--- src/rtl/psa_pkg.sv ---
package psa_pkg;

    localparam int unsigned SIG_W_DEF = 16;
    localparam int unsigned CNT_W_DEF = 16;
    localparam logic [15:0] POLY_DEF  = 16'h0805;

    typedef enum logic [1:0] {
        ST_IDLE     = 2'd0,
        ST_RUN      = 2'd1,
        ST_WAIT_SIG = 2'd2,
        ST_DONE     = 2'd3
    } psa_state_e;

endpackage

--- src/rtl/psa_ctrl.sv ---
module psa_ctrl
    import psa_pkg::*;
(
    input  logic       clk,
    input  logic       rst_n,
    input  logic       start,
    input  logic       erase_mode,
    input  logic       count_zero,
    input  logic       last_word,
    input  logic       in_valid,
    input  logic       sig_valid,
    output psa_state_e state,
    output logic       erase_q,
    output logic       accept_start,
    output logic       step_en,
    output logic       sig_take,
    output logic       in_ready,
    output logic       busy,
    output logic       done
);
    psa_state_e state_q, state_d;
    logic       erase_r;

    // state register
    always_ff @(posedge clk or negedge rst_n) begin
        if (!rst_n) begin
            state_q <= ST_IDLE;
            erase_r <= 1'b0;
        end else begin
            state_q <= state_d;
            if (accept_start) begin
                erase_r <= erase_mode;
            end
        end
    end

    // next state
    always_comb begin
        state_d = state_q;
        unique case (state_q)
            ST_IDLE, ST_DONE: begin
                if (start) begin
                    state_d = count_zero ? ST_WAIT_SIG : ST_RUN;
                end
            end
            ST_RUN: begin
                if (step_en && last_word) begin
                    state_d = ST_WAIT_SIG;
                end
            end
            ST_WAIT_SIG: begin
                if (sig_valid) begin
                    state_d = ST_DONE;
                end
            end
            default: state_d = ST_IDLE;
        endcase
    end

    // outputs
    always_comb begin
        accept_start = 1'b0;
        step_en      = 1'b0;
        sig_take     = 1'b0;
        in_ready     = 1'b0;
        busy         = 1'b0;
        done         = 1'b0;
        unique case (state_q)
            ST_IDLE: begin
                accept_start = start;
            end
            ST_RUN: begin
                busy     = 1'b1;
                in_ready = !erase_r;
                step_en  = erase_r || in_valid;
            end
            ST_WAIT_SIG: begin
                busy     = 1'b1;
                sig_take = sig_valid;
            end
            ST_DONE: begin
                done         = 1'b1;
                accept_start = start;
            end
            default: ;
        endcase
    end

    assign state   = state_q;
    assign erase_q = erase_r;

    p_ready_data_run_r5: assert property (@(posedge clk) disable iff (!rst_n)
        in_ready |-> (state_q == ST_RUN && !erase_r));
    p_busy_start_ignored_r7: assert property (@(posedge clk) disable iff (!rst_n)
        (busy && start && state_q == ST_RUN && !(step_en && last_word)) |=> (state_q == ST_RUN));
    p_sig_only_waiting_r9: assert property (@(posedge clk) disable iff (!rst_n)
        (sig_valid && state_q == ST_RUN) |=> (state_q != ST_DONE));
endmodule

--- config.mk ---
export PLATFORM = sky130hd
export DESIGN_NAME = psa_ctrl
export DESIGN_NICKNAME = d
export VERILOG_FILES = /design/src/rtl/psa_pkg.sv /design/src/rtl/psa_ctrl.sv
export SDC_FILE = /design/constraint.sdc
export NUM_CORES = 1
export LEC_CHECK = 0
export ABC_AREA = 1
export BUFFER_PORTS_ARGS = -buffer_cell sky130_fd_sc_hd__clkbuf_2
export CAP_MARGIN = 20
export CORE_AREA = 10 10 47 49
export CTS_CLUSTER_DIAMETER = 60
export DETAILED_ROUTE_END_ITERATION = 8
export DIE_AREA = 0 0 57 59
export GPL_TIMING_DRIVEN = 0
export PLACE_DENSITY = 0.38
export SYNTH_ARGS = -nofsm -noshare
export SYNTH_HDL_FRONTEND = slang
export SYNTH_SLANG_ARGS = --single-unit
--- constraint.sdc ---
create_clock -name clk -period 2.2 [get_ports clk]
set_input_delay 0.33 -clock clk [delete_from_list [all_inputs] [get_ports clk]]
set_output_delay 0.33 -clock clk [all_outputs]
set_load 0.005 [all_outputs]
==> results.txt, run 1 <==
nets -> 72
die area -> 3363 µm²
CP arrival -> 1.30 ns
worst r2r path cells -> 8
Clock Latency Late Sink -> 0.23 ns
Post-Syn Area -> 249.0 µm²
worst reg2reg startpoint -> state[0]
clk buf depth -> 2
clk slew on worst S/H paths -> 0.04 ns
total wire length -> 694 µm
Layout fillers -> 179
element type at the critical path end -> output port
met2 usage -> 6.822%
initial core utilization -> 17.77%
Final Skew -> 0.002732 ns
Setup Crit Path Kind -> reg -> out
Post-CTS Setup Inserts -> 0
IO Count -> 17
met3 Usage GRT -> 3.004%
Worst Max-Slew Pin Slew -> 0.1961 ns
unrepaired setup endpoints after global routing -> false
GR peak layer -> met2
Yosys warning count -> 0
FF+latch area -> 75.07 µm²
Req. time, crit path -> 1.87 ns
max cap viols -> 0
Inserted Clock Buffers -> 3
max_slew headroom -> 86.93%
area occupied by multi-input gates -> 136.4 µm²
GRT Total Usage -> 4.363%
first-pass GRT wire length -> 1200 µm
syn_area_per_cell -> 6.384 µm²
cells after synthesis -> 39
Overflow after GRT -> 0
TritonCTS Sinks -> 3
core area -> 1401 µm²
#FFs+latches synth -> 3
I/O Buffers -> 16
number of global-route vias before repair -> 294
part of the cycle the worst path needs -> 73.94%
maximum vdd drop -> 0.0003661 V
HP Class -> in -> reg
crit path launch -> state[0]
via count -> 276
share of cells above drive strength 1 -> 38.33%
status -> finished clean
end of the critical path -> accept_start
Max FO, Critical Path -> 5
Layout area overhead -> 54.77%
Max Slew Vio Count -> 0
setup slack, reg-to-reg -> 0.92 ns
drt drc -> 0
Max Fclk -> 614.8 MHz
# rows -> 14
CTS root buf -> clkbuf_4
GP Congestion -> 0.6882
post-DR wirelength/cell -> 9.132 µm
sequential element share of the synthesized area -> 30.15%
htree depth -> 1
met1 global-route usage -> 4.745%
CTS tree -> built
die width -> 57 µm
ANT nets after route -> 0
setup TNS -> 0 ns
hold_ws -> 0.2919 ns
Post-CTS Resized -> 0
PwrDens -> 1386 nW/µm²
Syn Nets -> 50
Final min period -> 1.627 ns
leakage power -> 0.2608 nW
CTS Hold Bufs -> 1
post-synthesis cell type count -> 9
largest net degree at the start of global routing -> 6
DR pass1 iterations -> 4
Starting DRT DRC Count -> 6
initial antenna violation count -> 0
drt via density -> 3.632
Die H -> 59 µm
Final setup viols -> 0
antenna cells -> 0
post-layout util -> 27.50%
HPWL Detailed -> 605.4 µm
Critical R2R Capture -> state[0]
Critical Path Start Type -> flop
final hold vios -> 0
registers in the layout (all words and copies together), names as in the netlist:
name	cells
state	2
erase_q	1
synthesized netlist by cell type:
cell type | count | share of area [%]
nand2_1 | 15 | 23
nand2_2 | 2 | 5.0
inv_1 | 9 | 14
ha_1 | 3 | 15
inv_2 | 1 | 1.5
nand3_1 | 2 | 4.0
o21ai_2 | 1 | 3.5
dfrtp_1 | 3 | 30
nor2_1 | 3 | 4.5
worst min path at each step:
stage | start | end | slack [ns] | cells after the start
after floorplan | rst_n | erase_q | 0.03 | 0
after global placement | rst_n | erase_q | 0.13 | 1
after detailed placement | rst_n | erase_q | 0.13 | 1
after CTS | erase_mode | erase_q | 0.29 | 3
after global routing | erase_mode | erase_q | 0.31 | 3
final | erase_mode | erase_q | 0.29 | 3
worst max-delay path, stage by stage, from the launching register on:
cell	delay (ns)
dfrtp_1	0.41
inv_1	0.06
ha_1	0.33
nand2_1	0.08
inv_1	0.07
clkbuf_2	0.11
cell type report:
class                      instances  area share (%)
multi-input combinational         26           35.39
timing repair buffer              17           23.38
sequential                         3           19.48
inverter                          10           9.740
clock buffer                       4           6.818
tap                               16           5.195
per-layer routing:
layer,vias to the layer above,part of all wire [%]
li1,153,-
met1,112,44
met2,11,44
met3,0,12
met4,0,0
met5,-,0
layout by cell type, fill, tap and decap left out:
master | netlist | layout
ha_1 | 3 | 3
clkbuf_4 | 0 | 3
inv_1 | 9 | 9
clkbuf_2 | 0 | 16
dfrtp_1 | 3 | 3
nand2_2 | 2 | 2
nor2_1 | 3 | 3
o21ai_2 | 1 | 1
dlygate4sd3_1 | 0 | 1
nand2_1 | 15 | 15
inv_2 | 1 | 1
nand3_1 | 2 | 2
clkbuf_1 | 0 | 1
cells by family after synthesis:
kind of cell	synth area share, %
AND/OR/NAND/NOR	36.18
buffers and inverters	15.07
adder cells (fa/ha/maj)	15.08
flip-flops	30.15
AO/OA/AOI/OAI	3.518
stage by stage:
step	total power [mW]	area [µm²]	cells	worst slack (ns)
2_1_floorplan	0.3206	249.0	39	0.9686
3_3_place_gp	0.4539	349.1	71	0.7876
3_5_place_dp	0.4504	349.1	71	0.7979
4_1_cts	0.5569	385.4	76	0.5333
5_1_grt	0.6128	385.4	76	0.4664
6_report	0.5343	385.4	76	0.5734
power breakdown:
part	internal, mW	total, mW	switching, mW
Combinational	0.141	0.315	0.174
Sequential	0.0846	0.124	0.0389
Clock	0.0679	0.0955	0.0276
Total	0.294	0.534	0.240
Power figures use the tool's default switching activity.
==> run 2: changes to the inputs <==
--- a/config.mk
+++ b/config.mk
@@ -5,7 +5,7 @@
 export SDC_FILE = /design/constraint.sdc
 export NUM_CORES = 1
 export LEC_CHECK = 0
-export ABC_AREA = 1
+export ABC_AREA = 0
 export BUFFER_PORTS_ARGS = -buffer_cell sky130_fd_sc_hd__clkbuf_2
 export CAP_MARGIN = 20
 export CORE_AREA = 10 10 47 49
@@ -13,7 +13,7 @@
 export DETAILED_ROUTE_END_ITERATION = 8
 export DIE_AREA = 0 0 57 59
 export GPL_TIMING_DRIVEN = 0
-export PLACE_DENSITY = 0.38
+export PLACE_DENSITY = 0.37
 export SYNTH_ARGS = -nofsm -noshare
 export SYNTH_HDL_FRONTEND = slang
 export SYNTH_SLANG_ARGS = --single-unit
==> constraint.sdc (replaced) <==
create_clock -name clk -period 1.35 [get_ports clk]
set_input_delay 0.2025 -clock clk [delete_from_list [all_inputs] [get_ports clk]]
set_output_delay 0.2025 -clock clk [all_outputs]
set_load 0.005 [all_outputs]
==> results.txt, run 2 <==
worst hold endpoint -> erase_q
Yosys top cell area share -> 34.29%
CP top delay family -> flip-flops
drt via density -> 3.708
ANT nets after route -> 0
share of cells above drive strength 1 -> 69.39%
DR pass1 iterations -> 4
Hold Crit Start -> erase_mode
Yosys warning count -> 0
cell with the most instances after synthesis -> inv_1
worst hold stages -> 2
area occupied by multi-input gates -> 145.1 µm²
Final Skew -> 0.002108 ns
Clock Latency Late Sink -> 0.23 ns
nets -> 61
setup TNS -> -0.7746 ns
Worst Max-Slew Pin Slew -> 0.4105 ns
leakage power -> 0.2361 nW
most common cell after layout, fill and taps aside -> clkbuf_2
HP Class -> in -> reg
Critical R2R Capture -> state[0]
syn_area_per_cell -> 9.520 µm²
Starting DRT DRC Count -> 1
max_slew headroom -> 72.63%
Inserted Clock Buffers -> 3
clk slew on worst S/H paths -> 0.04 ns
htree depth -> 1
Reg power frac -> 17.7%
number of global-route vias before repair -> 287
initial antenna violation count -> 0
antenna cells -> 0
CP arrival -> 1.68 ns
Combinational Power Share -> 67.7%
Layout area overhead -> 96.57%
CTS tree -> built
Clock power frac -> 14.6%
IO Count -> 17
GP Congestion -> 0.6100
area leader, netlist -> dfrtp_1
largest net degree at the start of global routing -> 6
final hold vios -> 0
Sw Pwr -> 385.4 µW
post-synthesis async set-or-reset flop share -> 100.0%
sequential element share of the synthesized area -> 34.29%
Syn Nets -> 34
drt drc -> 0
worst reg2reg startpoint -> state[1]
DP Area -> 339.1 µm²
Layout fillers -> 166
Critical Path Start Type -> flop
status -> complete, but fails checks
setup slack, reg-to-reg -> -0.22 ns
TritonCTS Sinks -> 3
Worst path slowest cell -> dfrtp_2
# rows -> 14
die area -> 3363 µm²
Req. time, crit path -> 1.46 ns
initial core utilization -> 15.63%
GRT Total Usage -> 4.589%
Max Slew Vio Count -> 0
hold_ws -> 0.2097 ns
die width -> 57 µm
PwrDens -> 2461 nW/µm²
clk buf depth -> 2
Post-Layout Inst Area -> 430.4 µm²
#FFs+latches synth -> 3
maximum vdd drop -> 0.0007624 V
first-pass GRT wire length -> 1173 µm
I/O Buffers -> 16
Overflow after GRT -> 0
Final setup viols -> 6
worst r2r path cells -> 3
failing checks -> setup timing
crit-path cells -> ha_4 > a222oi_1 > mux2_2
post-synthesis cell type count -> 11
top cell types by occurrence after synthesis -> inv_1 (6), dfrtp_1 (3), ha_1 (3), mux2_2 (3), nor2_1 (2)
via count -> 241
max cap viols -> 0
total wire length -> 723 µm
commonest cells after routing, fill and taps aside -> clkbuf_2 (14), buf_4 (4), inv_1 (3), clkbuf_4 (3)
CP max stage delay -> 0.43 ns
Max FO, Critical Path -> 4
Setup Crit Path Kind -> reg -> reg
Die H -> 59 µm
CTS root buf -> clkbuf_4
switch share -> 36.39%
unrepaired setup endpoints after global routing -> true
max FFs per register -> 2
largest cells by area after synthesis -> dfrtp_1 (34%), ha_1 (17%), mux2_2 (15%)
element type at the critical path end -> flop
CP bufs+invs -> 0
post-DR wirelength/cell -> 11.12 µm
number of synthesized flops with an enable pin -> 0
internal power -> 673.9 µW
Max Fclk -> 638.4 MHz
core area -> 1401 µm²
Final min period -> 1.566 ns
cells after synthesis -> 23
Final WS setup -> -0.2164 ns
FF+latch area -> 76.32 µm²
Synth Flop Type -> dfrtp_1
Post-Syn Area -> 219.0 µm²
part of the cycle the worst path needs -> 116.0%
[run 2: power groups by stage]
stage	combinational, mW	sequential (mW)	clock [mW]
2_1_floorplan	0.304	0.196	0
3_3_place_gp	0.495	0.199	0
3_5_place_dp	0.496	0.203	0
4_1_cts	0.690	0.187	0.168
5_1_grt	0.791	0.196	0.171
6_report	0.717	0.188	0.155
[run 2: cell type report]
class / count / area share (%)
flip-flops and latches: 3 / 17.73
well taps: 16 / 4.651
multi-input cells: 14 / 33.72
clock buffers: 4 / 6.105
inverters: 6 / 5.814
repair buffers: 22 / 31.98
[run 2: timing repair]
| action | in CTS | in global routing |
|---|---|---|
| resized for setup | 4 | 3 |
| pin swaps | 3 | 4 |
| hold buffers | 1 | 0 |
| endpoints found under the setup margin | 7 | 8 |
| buffers inserted | 5 | 0 |
| hold endpoints to repair | 3 | 0 |
[run 2: kinds of logic (layout without fill, tap and decap cells)]
group	count (synthesis)	in the layout	synth area share, %
buf+inv	6	32	10.28
compound gates	4	4	12.57
simple gates	4	4	10.29
fa+ha+maj	3	3	17.14
mux	3	3	15.43
flops	3	3	34.28
[run 2: worst max path at each step]
stage                  start  endpoint  slack, ns  cells after the start
finish              state[1]  state[0]      -0.22                      3
global route        state[1]  state[1]      -0.27                      3
CTS                 state[0]  state[1]      -0.24                      4
detailed placement  state[0]  state[0]      -0.25                      4
global placement    state[0]  state[1]      -0.24                      4
floorplan           state[0]  state[1]      -0.18                      4
[run 2: worst register-to-register path, cell delays in order, from the launching register on]
cell and delay, ns:
dfrtp_2 0.43, ha_4 0.25, a222oi_1 0.38, mux2_2 0.39
[run 2: per-layer routing]
layer / part of all wire, % / wire [µm] / global-route usage, %
met1: 33 / 241 / 3.580
met4: 0 / 0 / 4.027
met3: 4.4 / 32 / 1.502
met5: 0 / 0 / 0
met2: 62 / 449 / 8.837
[run 2: through the flow]
stage,instances,power (mW),utilization (%),setup WS [ns]
2_1_floorplan,23,0.4997,-,-0.1762
3_3_place_gp,55,0.6943,24.20,-0.2378
3_5_place_dp,55,0.6986,24.20,-0.2461
4_1_cts,65,1.045,30.27,-0.2443
5_1_grt,65,1.158,30.71,-0.2740
6_report,65,1.059,30.71,-0.2164
